## src/rtl/bsi_pkg.sv

```systemverilog
`timescale 1ns/1ps
package bsi_pkg;

   // Slot mode code: {divide, subtract}
   typedef enum logic [1:0] {
      OP_MAC_ADD = 2'b00,
      OP_MAC_SUB = 2'b01,
      OP_DIV_ADD = 2'b10,
      OP_DIV_SUB = 2'b11
   } op_e;

   function automatic logic op_is_div(input logic [1:0] code);
      return code[1];
   endfunction

   function automatic logic op_is_sub(input logic [1:0] code);
      return code[0];
   endfunction

endpackage

```

## src/rtl/bsi_sequencer.sv

```systemverilog
`timescale 1ns/1ps
module bsi_sequencer #(
   parameter  int SLOTS = 13,
   parameter  int BITS  = 12,
   localparam int SW    = (SLOTS > 1) ? $clog2(SLOTS) : 1,
   localparam int BW    = (BITS > 1) ? $clog2(BITS) : 1
) (
   input  logic          clk,
   input  logic          rst_n,
   output logic [SW-1:0] slot_idx,
   output logic [BW-1:0] bit_idx,
   output logic          bit_first,
   output logic          bit_last
);

   localparam logic [SW-1:0] SLOT_END = SW'(SLOTS - 1);
   localparam logic [BW-1:0] BIT_END  = BW'(BITS - 1);

   if (SLOTS < 2) begin : g_bad_slots
      $error("bsi_sequencer: SLOTS must be at least 2");
   end
   if (BITS < 2) begin : g_bad_bits
      $error("bsi_sequencer: BITS must be at least 2");
   end

   logic [SW-1:0] slot_q;
   logic [BW-1:0] bit_q;
   logic          slot_wrap;

   assign slot_wrap = (slot_q == SLOT_END);

   always_ff @(posedge clk or negedge rst_n) begin
      if (!rst_n) begin
         slot_q <= '0;
         bit_q  <= '0;
      end else if (slot_wrap) begin
         slot_q <= '0;
         bit_q  <= (bit_q == BIT_END) ? '0 : bit_q + BW'(1);
      end else begin
         slot_q <= slot_q + SW'(1);
      end
   end

   assign slot_idx  = slot_q;
   assign bit_idx   = bit_q;
   assign bit_first = (bit_q == '0);
   assign bit_last  = (bit_q == BIT_END);

   // after the last slot the ring restarts at slot 0
   assert_slot_wrap_R6: assert property (@(posedge clk) disable iff (!rst_n)
      (slot_q == SLOT_END) |=> (slot_q == '0));

   // the bit position only moves on a slot wrap
   assert_bit_hold_R6: assert property (@(posedge clk) disable iff (!rst_n)
      (slot_q != SLOT_END) |=> $stable(bit_q));

endmodule

```

## src/rtl/bsi_slot_ring.sv

```systemverilog
`timescale 1ns/1ps
module bsi_slot_ring #(
   parameter int WIDTH = 8,
   parameter int DEPTH = 13
) (
   input  logic             clk,
   input  logic             rst_n,
   input  logic [WIDTH-1:0] d,
   output logic [WIDTH-1:0] q
);

   if (DEPTH < 1) begin : g_bad_depth
      $error("bsi_slot_ring: DEPTH must be at least 1");
   end

   if (DEPTH == 1) begin : g_single
      logic [WIDTH-1:0] hold_q;
      always_ff @(posedge clk or negedge rst_n) begin
         if (!rst_n) hold_q <= '0;
         else        hold_q <= d;
      end
      assign q = hold_q;
   end else begin : g_chain
      logic [WIDTH-1:0] stage_q [DEPTH];
      always_ff @(posedge clk or negedge rst_n) begin
         if (!rst_n) begin
            for (int i = 0; i < DEPTH; i++) stage_q[i] <= '0;
         end else begin
            stage_q[0] <= d;
            for (int i = 1; i < DEPTH; i++) stage_q[i] <= stage_q[i-1];
         end
      end
      assign q = stage_q[DEPTH-1];
   end

endmodule

```

## src/rtl/bsi_step_unit.sv

```systemverilog
`timescale 1ns/1ps
module bsi_step_unit
   import bsi_pkg::*;
#(
   parameter  int W  = 12,
   localparam int WW = 2*W + 2
) (
   input  logic                 clk,
   input  logic                 rst_n,
   input  logic                 ld,
   input  logic                 x_bit,
   input  logic                 y_bit,
   input  logic                 zh_bit,
   input  logic                 zl_bit,
   input  logic                 div_sel,
   input  logic                 sub_sel,
   input  logic                 bit_first,
   input  logic                 bit_last,
   input  logic [W-1:0]         y_q,
   input  logic [2*W-1:0]       z0_q,
   input  logic [1:0]           op_q,
   input  logic                 neg_q,
   input  logic signed [WW-1:0] work_q,
   input  logic [W-1:0]         quo_q,
   input  logic [2*W-1:0]       res_q,
   output logic [W-1:0]         y_n,
   output logic [2*W-1:0]       z0_n,
   output logic [1:0]           op_n,
   output logic                 neg_n,
   output logic signed [WW-1:0] work_n,
   output logic [W-1:0]         quo_n,
   output logic [2*W-1:0]       res_n
);

   localparam logic signed [WW-1:0] ONE  = WW'(1);
   localparam logic signed [WW-1:0] HALF = WW'(1) <<< (W - 1);

   if (W < 3) begin : g_bad_width
      $error("bsi_step_unit: W must be at least 3");
   end

   logic                 is_div;
   logic                 is_sub;
   logic signed [WW-1:0] y_ext;
   logic signed [WW-1:0] dmag;
   logic                 sx;
   logic                 abit;
   logic                 do_sub;
   logic signed [WW-1:0] r_prev;
   logic signed [WW-1:0] r_shift;
   logic signed [WW-1:0] r_new;
   logic signed [WW-1:0] rem;
   logic                 qbit;
   logic [W-1:0]         quo_next;
   logic                 corr;
   logic signed [WW-1:0] qmag;
   logic signed [WW-1:0] qsigned;
   logic signed [WW-1:0] div_term;
   logic signed [WW-1:0] addend;
   logic signed [WW-1:0] prod;
   logic [2*W-1:0]       term;
   logic [2*W-1:0]       total;

   // Shared datapath: non-restoring divide step and MSB-first product step
   always_comb begin
      is_div   = op_is_div(op_q);
      is_sub   = op_is_sub(op_q);
      y_ext    = WW'($signed(y_q));
      dmag     = y_q[W-1] ? -y_ext : y_ext;
      // dividend sign arrives with its first (most significant) bit
      sx       = bit_first ? x_bit : neg_q;
      // negative dividend streams as its one's complement: |X| - 1
      abit     = x_bit ^ sx;
      r_prev   = bit_first ? '0 : work_q;
      // first step subtracts; later steps follow the previous quotient bit
      do_sub   = bit_first | quo_q[0];
      r_shift  = (r_prev <<< 1) + WW'(abit);
      r_new    = do_sub ? (r_shift - dmag) : (r_shift + dmag);
      qbit     = ~r_new[WW-1];
      rem      = r_new[WW-1] ? (r_new + dmag) : r_new;
      quo_next = (quo_q << 1) | W'(qbit);
      // restore the missing +1 of the one's complement dividend
      corr     = sx & (rem == (dmag - ONE));
      qmag     = WW'(quo_next) + WW'(corr);
      qsigned  = (sx ^ y_q[W-1]) ? -qmag : qmag;
      div_term = (dmag == '0) ? '0 : qsigned;
      // partial products in reverse order: sign bit carries negative weight
      addend   = x_bit ? y_ext : '0;
      prod     = bit_first ? -addend : ((work_q <<< 1) + addend);
      term     = is_div ? (2*W)'(div_term) : (2*W)'(prod);
      total    = is_sub ? (z0_q - term) : (z0_q + term);
   end

   always_comb begin
      y_n    = y_q;
      z0_n   = z0_q;
      op_n   = op_q;
      neg_n  = neg_q;
      work_n = work_q;
      quo_n  = quo_q;
      res_n  = res_q;
      if (ld) begin
         y_n  = (y_q << 1) | W'(y_bit);
         z0_n = {(z0_q[2*W-1:W] << 1) | W'(zh_bit),
                 (z0_q[W-1:0]   << 1) | W'(zl_bit)};
         if (bit_first) op_n = {div_sel, sub_sel};
      end else begin
         if (is_div) begin
            neg_n  = sx;
            work_n = r_new;
            quo_n  = quo_next;
         end else begin
            work_n = prod;
         end
         if (bit_last) res_n = total;
      end
   end

   // the non-restoring partial remainder stays within [-|Y|, |Y|)
   assert_rem_bound_R3: assert property (@(posedge clk) disable iff (!rst_n)
      (!ld && is_div && (dmag != '0)) |-> ((r_new >= -dmag) && (r_new < dmag)));

   // the corrected quotient magnitude never exceeds 2^(W-1)
   assert_quot_range_R3: assert property (@(posedge clk) disable iff (!rst_n)
      (!ld && is_div && bit_last && (dmag != '0)) |-> (qmag <= HALF));

   // a zero divisor leaves the accumulator at Z0
   assert_divzero_R4: assert property (@(posedge clk) disable iff (!rst_n)
      (!ld && is_div && bit_last && (y_q == '0)) |-> (res_n == z0_q));

   // a zero multiplicand leaves the accumulator at Z0
   assert_mul_zero_R2: assert property (@(posedge clk) disable iff (!rst_n)
      (!ld && !is_div && bit_last && (y_q == '0)) |-> (res_n == z0_q));

endmodule

```

## src/rtl/bs_interleaved_alu.sv

```systemverilog
`timescale 1ns/1ps
module bs_interleaved_alu
   import bsi_pkg::*;
#(
   parameter int W = 12
) (
   input  logic clk,
   input  logic rst_n,
   input  logic load_sel,
   input  logic op_div,
   input  logic op_sub,
   input  logic x_bit,
   input  logic y_bit,
   input  logic z0_hi_bit,
   input  logic z0_lo_bit,
   output logic z_hi_bit,
   output logic z_lo_bit
);

   localparam int SLOTS = W + 1;
   localparam int WW    = 2*W + 2;
   localparam int SW    = $clog2(SLOTS);
   localparam int BW    = $clog2(W);
   localparam logic [BW-1:0] TOPB = BW'(W - 1);

   typedef struct packed {
      logic [W-1:0]         y;
      logic [2*W-1:0]       z0;
      logic [1:0]           op;
      logic                 neg;
      logic signed [WW-1:0] work;
      logic [W-1:0]         quo;
      logic [2*W-1:0]       res;
   } slot_t;

   localparam int STW = $bits(slot_t);

   slot_t          cur;
   slot_t          nxt;
   logic [STW-1:0] ring_q;
   logic [SW-1:0]  slot_idx;
   logic [BW-1:0]  bit_idx;
   logic           bit_first;
   logic           bit_last;
   logic [BW-1:0]  pick;
   logic [W-1:0]   res_hi;
   logic [W-1:0]   res_lo;

   bsi_sequencer #(.SLOTS(SLOTS), .BITS(W)) u_seq (
      .clk       (clk),
      .rst_n     (rst_n),
      .slot_idx  (slot_idx),
      .bit_idx   (bit_idx),
      .bit_first (bit_first),
      .bit_last  (bit_last)
   );

   // one stage per slot: each slot returns to the step logic every SLOTS clocks
   bsi_slot_ring #(.WIDTH(STW), .DEPTH(SLOTS)) u_ring (
      .clk   (clk),
      .rst_n (rst_n),
      .d     (nxt),
      .q     (ring_q)
   );

   assign cur = ring_q;

   bsi_step_unit #(.W(W)) u_step (
      .clk       (clk),
      .rst_n     (rst_n),
      .ld        (load_sel),
      .x_bit     (x_bit),
      .y_bit     (y_bit),
      .zh_bit    (z0_hi_bit),
      .zl_bit    (z0_lo_bit),
      .div_sel   (op_div),
      .sub_sel   (op_sub),
      .bit_first (bit_first),
      .bit_last  (bit_last),
      .y_q       (cur.y),
      .z0_q      (cur.z0),
      .op_q      (cur.op),
      .neg_q     (cur.neg),
      .work_q    (cur.work),
      .quo_q     (cur.quo),
      .res_q     (cur.res),
      .y_n       (nxt.y),
      .z0_n      (nxt.z0),
      .op_n      (nxt.op),
      .neg_n     (nxt.neg),
      .work_n    (nxt.work),
      .quo_n     (nxt.quo),
      .res_n     (nxt.res)
   );

   // result streams, MSB first, from the visiting slot
   assign res_hi   = cur.res[2*W-1:W];
   assign res_lo   = cur.res[W-1:0];
   assign pick     = TOPB - bit_idx;
   assign z_hi_bit = res_hi[pick];
   assign z_lo_bit = res_lo[pick];

   // phase select changes only where a phase begins
   assert_ld_aligned_R6: assert property (@(posedge clk) disable iff (!rst_n)
      (load_sel != $past(load_sel)) |-> ((slot_idx == '0) && bit_first));

endmodule

```

## config.mk

```make
export PLATFORM = sky130hd
export DESIGN_NAME = bs_interleaved_alu
export DESIGN_NICKNAME = d
export VERILOG_FILES = /design/src/rtl/bsi_pkg.sv /design/src/rtl/bsi_sequencer.sv /design/src/rtl/bsi_slot_ring.sv /design/src/rtl/bsi_step_unit.sv /design/src/rtl/bs_interleaved_alu.sv
export SDC_FILE = /design/constraint.sdc
export NUM_CORES = 1
export LEC_CHECK = 0
export ABC_CLOCK_PERIOD_IN_PS = 17500
export BUFFER_PORTS_ARGS = -buffer_cell sky130_fd_sc_hd__buf_2
export CORE_ASPECT_RATIO = 2
export CORE_UTILIZATION = 50
export DETAILED_ROUTE_END_ITERATION = 7
export GPL_ROUTABILITY_DRIVEN = 0
export PLACE_DENSITY = 0.75
export SLEW_MARGIN = 20
export SYNTH_ARGS = -nofsm -noshare
export SYNTH_HDL_FRONTEND = slang
export SYNTH_SLANG_ARGS = --single-unit
```

## constraint.sdc

```tcl
create_clock -name clk -period 17.5 [get_ports clk]
set_input_delay 1.75 -clock clk [delete_from_list [all_inputs] [get_ports clk]]
set_output_delay 1.75 -clock clk [all_outputs]
set_load 0.02 [all_outputs]
```

# == After elaboration in Yosys (flattened, before gate mapping) ==
# Cells that the tools add are included.
# totals
wordCells,74
in_bits,9
reg_bits,1321
# op_classes
n_addsub,15
n_lt_le_gt_ge,1
eq_ne,3
n_bitwise,9
n_reduce_logical,2
muxes,29
# ops
cell,count
$mux 26,7
$mux 24,7
$add 26x26->26,3
$or 12x1->12,4
$mux 12,3
$add 26x1->26,1
$eq 26x26->1,1
$logic_not 26->1,1
$neg 12->26,1
$neg 26->26,1
$sub 26x2->26 const B,1
$sub 26x26->26,1
$mux 25,1
$add 24x24->24,1
$neg 24->24,1
$sub 24x24->24,1
$add 12x1->13,1
$add 4x1->4 const B,2
$bmux 1 s4,2
$eq 4x4->1 const B,2
$mux 4,2
$lt 4x5->1 const B,1
$mux 1,5
$logic_not 4->1,1
6 further kinds,8

# == Depth between registers and ports, before layout ==
# logic_depth
depth_word,19
ltp_mapped,63

# == Hierarchy ==
# From an unflattened synthesis, not the netlist that was laid out.
# unflattened
cells_unflattened,2904
hier_area_um2,43935.9
# by_module_without_submodules
mod,instances,area_per_inst_um2,cells_each
bsi_slot_ring,1,33614.7,1414
bsi_step_unit,1,9694.3,1436
bsi_sequencer,1,414.1,40
bs_interleaved_alu,1,212.7,14

# == Worst setup path after synthesis ==
# No wires, ideal clock.
# synth_path
kind,input -> register
from,input x_bit
to,register u_ring.g_chain.stage_q[1235] (netlist bit)
setup_time_ns,0.090
setup_slack_ns,5.226
stages,52
t_arrival_ns,12.184
required_ns,17.410
path_buffers,3
cell_sequence,clkbuf_1 clkbuf_1 xor2_1 nand2_1 ha_1 fa_1 nand2b_1 a21oi_1 o21a_1 o21ai_0 a21boi_0 o21ai_0 a21boi_0 nor2_1 ha_1 and3_1 nand3_1 a211oi_1 [... 16 more ...] o21ai_0 xnor2_1 a211oi_1 nand4_1 nor4b_2 nand2_1 mux2_2 o22ai_1 ha_1 and3_1 o311ai_0 a31oi_1 mux2i_1 o2111ai_1 nor2_1 nand2_1 mux2_1 o2111ai_1
# synth_lines
element,line_no,text
from (decl),bs_interleaved_alu.sv:12,"input logic x_bit,"
to (decl),bsi_slot_ring.sv:24,logic [WIDTH-1:0] stage_q [DEPTH];

==> insert_results.sql <==
INSERT INTO impl_metrics (metric_group, metric, value, unit) VALUES
('clock_tree', 'cts_tree', 'done', ''),
('worst_setup_path', 'kind_of_end_point_of_the_critical_path', 'register', ''),
('final_layout', 'final_layout_size_suffix_gt1_frac', '0.1014', ''),
('sta', 'max_slew.worst_pin.slew', '1214', 'ps'),
('clock_tree', 'clk_pin_slew_worst_paths', '70', 'ps'),
('global_routing', 'vias_in_the_first_global_route', '24990', ''),
('power_and_ir_drop', 'power.sequential.fraction', '0.499', ''),
('sta', 'maxSlewHeadroom', '0.1884', ''),
('placement', 'placed_cell_area', '43820', 'um^2'),
('final_layout', 'final_core_utilization', '0.5663', ''),
('logic_synthesis', 'synth.top_cells.by_count', '1295 x dfrtp_1, 152 x nand2_1, 118 x nor2_1, 112 x a21oi_1, 108 x ha_1', ''),
('die', 'die_y', '414.4', 'um'),
('clock_tree', 'clockRootBuffer', 'clkbuf_16', ''),
('drt', 'detailedRoute.firstIterationViolations', '2109', ''),
('global_routing', 'grt_max_degree', '219', ''),
('power_and_ir_drop', 'power.share.switching', '0.2574', ''),
('power_and_ir_drop', 'total_power', '6.398', 'mW'),
('final_layout', 'fillers', '6030', ''),
('logic_synthesis', 'yosys.area.top_type_share', '0.7620', ''),
('power_and_ir_drop', 'clkPwrFrac', '0.379', ''),
('sta', 'setup_tns', '0', 'ps'),
('clock_tree', 'insertion_delay', '700', 'ps'),
('worst_setup_path', 'critical_path.top_delay_family', 'compound AO/OA/AOI/OAI gates', ''),
('logic_synthesis', 'netlist.top_cell.by_area', 'dfrtp_1', ''),
('power_and_ir_drop', 'peak_supply_drop', '0.09677', 'mV'),
('logic_synthesis', 'synth.yosys.warnings', '0', ''),
('drt', 'remaining_drcs', '0', ''),
('logic_synthesis', 'synth_area_leaders', 'dfrtp_1 76%, ha_1 3.2%, xnor2_1 2.0%', ''),
('power_and_ir_drop', 'power.leakage', '23.72', 'nW'),
('logic_synthesis', 'synthesis.area', '42530', 'um^2'),
('worst_setup_path', 'timing.critical_path.slowest_cell_delay', '830', 'ps'),
('logic_synthesis', 'syn_inst', '2787', ''),
('sta', 'post-route-period-util', '0.8456', ''),
('sta', 'grt_setup_unrepaired', 'false', ''),
('global_routing', 'global_routing_usage_summed_across_all_routing_layers', '0.2319', ''),
('drt', 'num_vias', '22700', ''),
('worst_setup_path', 'critical_path_class', 'register to register', ''),
('global_routing', 'global_route_wire_length_before_repair', '149200', 'um'),
('die', 'floorplan.io_pins', '11', ''),
('placement', 'preCtsSetupSlack', '3503', 'ps'),
('logic_synthesis', 'post_synth.cell_area_avg', '15.26', 'um^2'),
('drt', 'routed_via_density', '5.667', ''),
('sta', 'period_needed', '14800', 'ps'),
('sta', 'final.setup_skew', '27.31', 'ps'),
('global_routing', 'grt_antenna_before_repair', '2', ''),
('logic_synthesis', 'synth.yosys.seq_area_share', '0.7620', ''),
('logic_synthesis', 'synth_cell_type_count', '97', ''),
('final_layout', 'layout.cell_area.non_filler', '47510', 'um^2'),
('worst_setup_path', 'cp_num_buf_inv', '2', ''),
('sta', 'report.final.slew_viol_count', '0', ''),
('global_routing', 'gr_ovfl_total', '0', ''),
('die', 'floorplan.die_area', '86290', 'um^2'),
('power_and_ir_drop', 'switching_power', '1.647', 'mW'),
('die', 'chipWidth', '208.2', 'um'),
('worst_setup_path', 'critPathSlowestCell', 'a221oi_1', ''),
('worst_setup_path', 'crit_path_max_fanout', '10', ''),
('logic_synthesis', 'synthArstFlopShare', '1.000', ''),
('logic_synthesis', 'cell_with_the_most_instances_after_synthesis', 'dfrtp_1', ''),
('drt', 'first_pass_iteration_count_of_the_detailed_router', '6', ''),
('clock_tree', 'cts_made_buffers', '98', ''),
('job', 'cap_violations', '0', ''),
('outcome', 'run_status', 'completed', ''),
('placement', 'place_hpwl', '56690', 'um'),
('placement', 'buffer_ports.inserted', '10', ''),
('drt', 'route.detailed.wl_per_inst', '23.85', 'um'),
('logic_synthesis', 'postSynthRegisterBits', '1295', ''),
('power_and_ir_drop', 'internal_power', '4.751', 'mW'),
('worst_setup_path', 'crit_arrival', '15410', 'ps'),
('sta', 'setup_viol_count_final', '0', ''),
('hold_path', 'min_delay_path_class', 'register to register', ''),
('clock_tree', 'clk_path_buf_depth', '3', '');
==> cell families after synthesis <==
| logic type | share of synthesized area |
|---|---|
| DFF | 0.7620 |
| and+or+nand+nor | 0.06382 |
| AOI/OAI and AO/OA | 0.07364 |
| xor gates and xnor gates | 0.03066 |
| buffers and inverters | 0.01421 |
| adders and majority gates | 0.03366 |
| muxes | 0.02189 |
| other | 0.00008818 |
==> final timing paths <==
| kind | startpoint | to | depth (start not counted) |
|---|---|---|---|
| worst max-delay path | u_ring.q[89] | u_ring.g_chain.stage_q[1235] | 50 |
| worst min-delay path | u_ring.g_chain.stage_q[1205] | u_ring.g_chain.stage_q[1104] | 0 |
| worst max register to register | u_ring.q[89] | u_ring.g_chain.stage_q[1235] | 50 |
| worst min register to register | u_ring.g_chain.stage_q[1205] | u_ring.g_chain.stage_q[1104] | 0 |
| max in group asynchronous | rst_n | u_ring.g_chain.stage_q[1081] | 6 |
| min in group asynchronous | rst_n | u_ring.g_chain.stage_q[1002] | 1 |
==> registers in the layout, indices dropped and copies added, names as in the netlist <==
register                cells
u_ring.g_chain.stage_q   1188
u_ring.q                   99
u_seq.bit_idx               4
u_seq.slot_idx              4
==> final cells by class <==
| type | count | area [um^2] | area share |
|---|---|---|---|
| flip-flops and latches | 1295 | 32410 | 0.6821 |
| multi-input cells | 1356 | 9583 | 0.2017 |
| clock buffers | 134 | 2851 | 0.06002 |
| well taps | 1064 | 1331 | 0.02802 |
| clock inverters | 48 | 699.4 | 0.01472 |
| repair buffers | 34 | 360.3 | 0.007585 |
| inverters | 72 | 270.3 | 0.005689 |
| diodes | 2 | 5.005 | 0.0001053 |
==> power groups by stage <==
stage / clock network, mW / registers [mW] / logic (mW)
finish: 2.42 / 3.19 / 0.782
detailed placement: 0 / 3.24 / 0.724
global placement: 0 / 3.24 / 0.697
CTS: 2.49 / 3.19 / 0.734
global route: 2.60 / 3.20 / 0.843
floorplan: 0 / 3.21 / 0.501
==> worst reg2reg max path: cells and delay by family, from the launching register on <==
| family | cells | cell delay (ps) |
|---|---|---|
| AO/OA/AOI/OAI | 20 | 5390 |
| flip-flops | 1 | 510 |
| XOR/XNOR | 3 | 930 |
| multiplexers | 3 | 920 |
| buffers and inverters | 2 | 260 |
| AND/OR/NAND/NOR | 16 | 4500 |
| adder cells (fa/ha/maj) | 6 | 2230 |
==> through the flow <==
step / hold slack, ps / cells
6_report: 334.4 / 4005
5_1_grt: 348.3 / 4003
4_1_cts: 334.4 / 3999
3_5_place_dp: 334.7 / 3817
3_3_place_gp: 331.5 / 3817
2_1_floorplan: 331.2 / 2798
==> routing by layer <==
metal,share of wire,vias up,track usage
li1,-,9630,-
met1,0.38,11650,0.2742
met2,0.49,1006,0.3793
met3,0.056,407,0.04983
met4,0.076,0,0.1608
met5,0,-,0
==> layout by cell type (no fill, tap or decap), types with 24 or more instances in the layout <==
master	count
dfrtp_1	1294
nand2_1	152
nor2_1	118
a21oi_1	112
ha_1	108
o21ai_0	105
clkbuf_16	101
xnor2_1	94
inv_1	68
xor2_1	52
mux2_2	48
nor3_1	42
and2_1	37
nand3_1	32
a31oi_1	29
a211oi_1	28
nor2b_1	27
nand2b_1	25
o21a_1	24
a21o_1	24
Power figures use the tool's default switching activity.
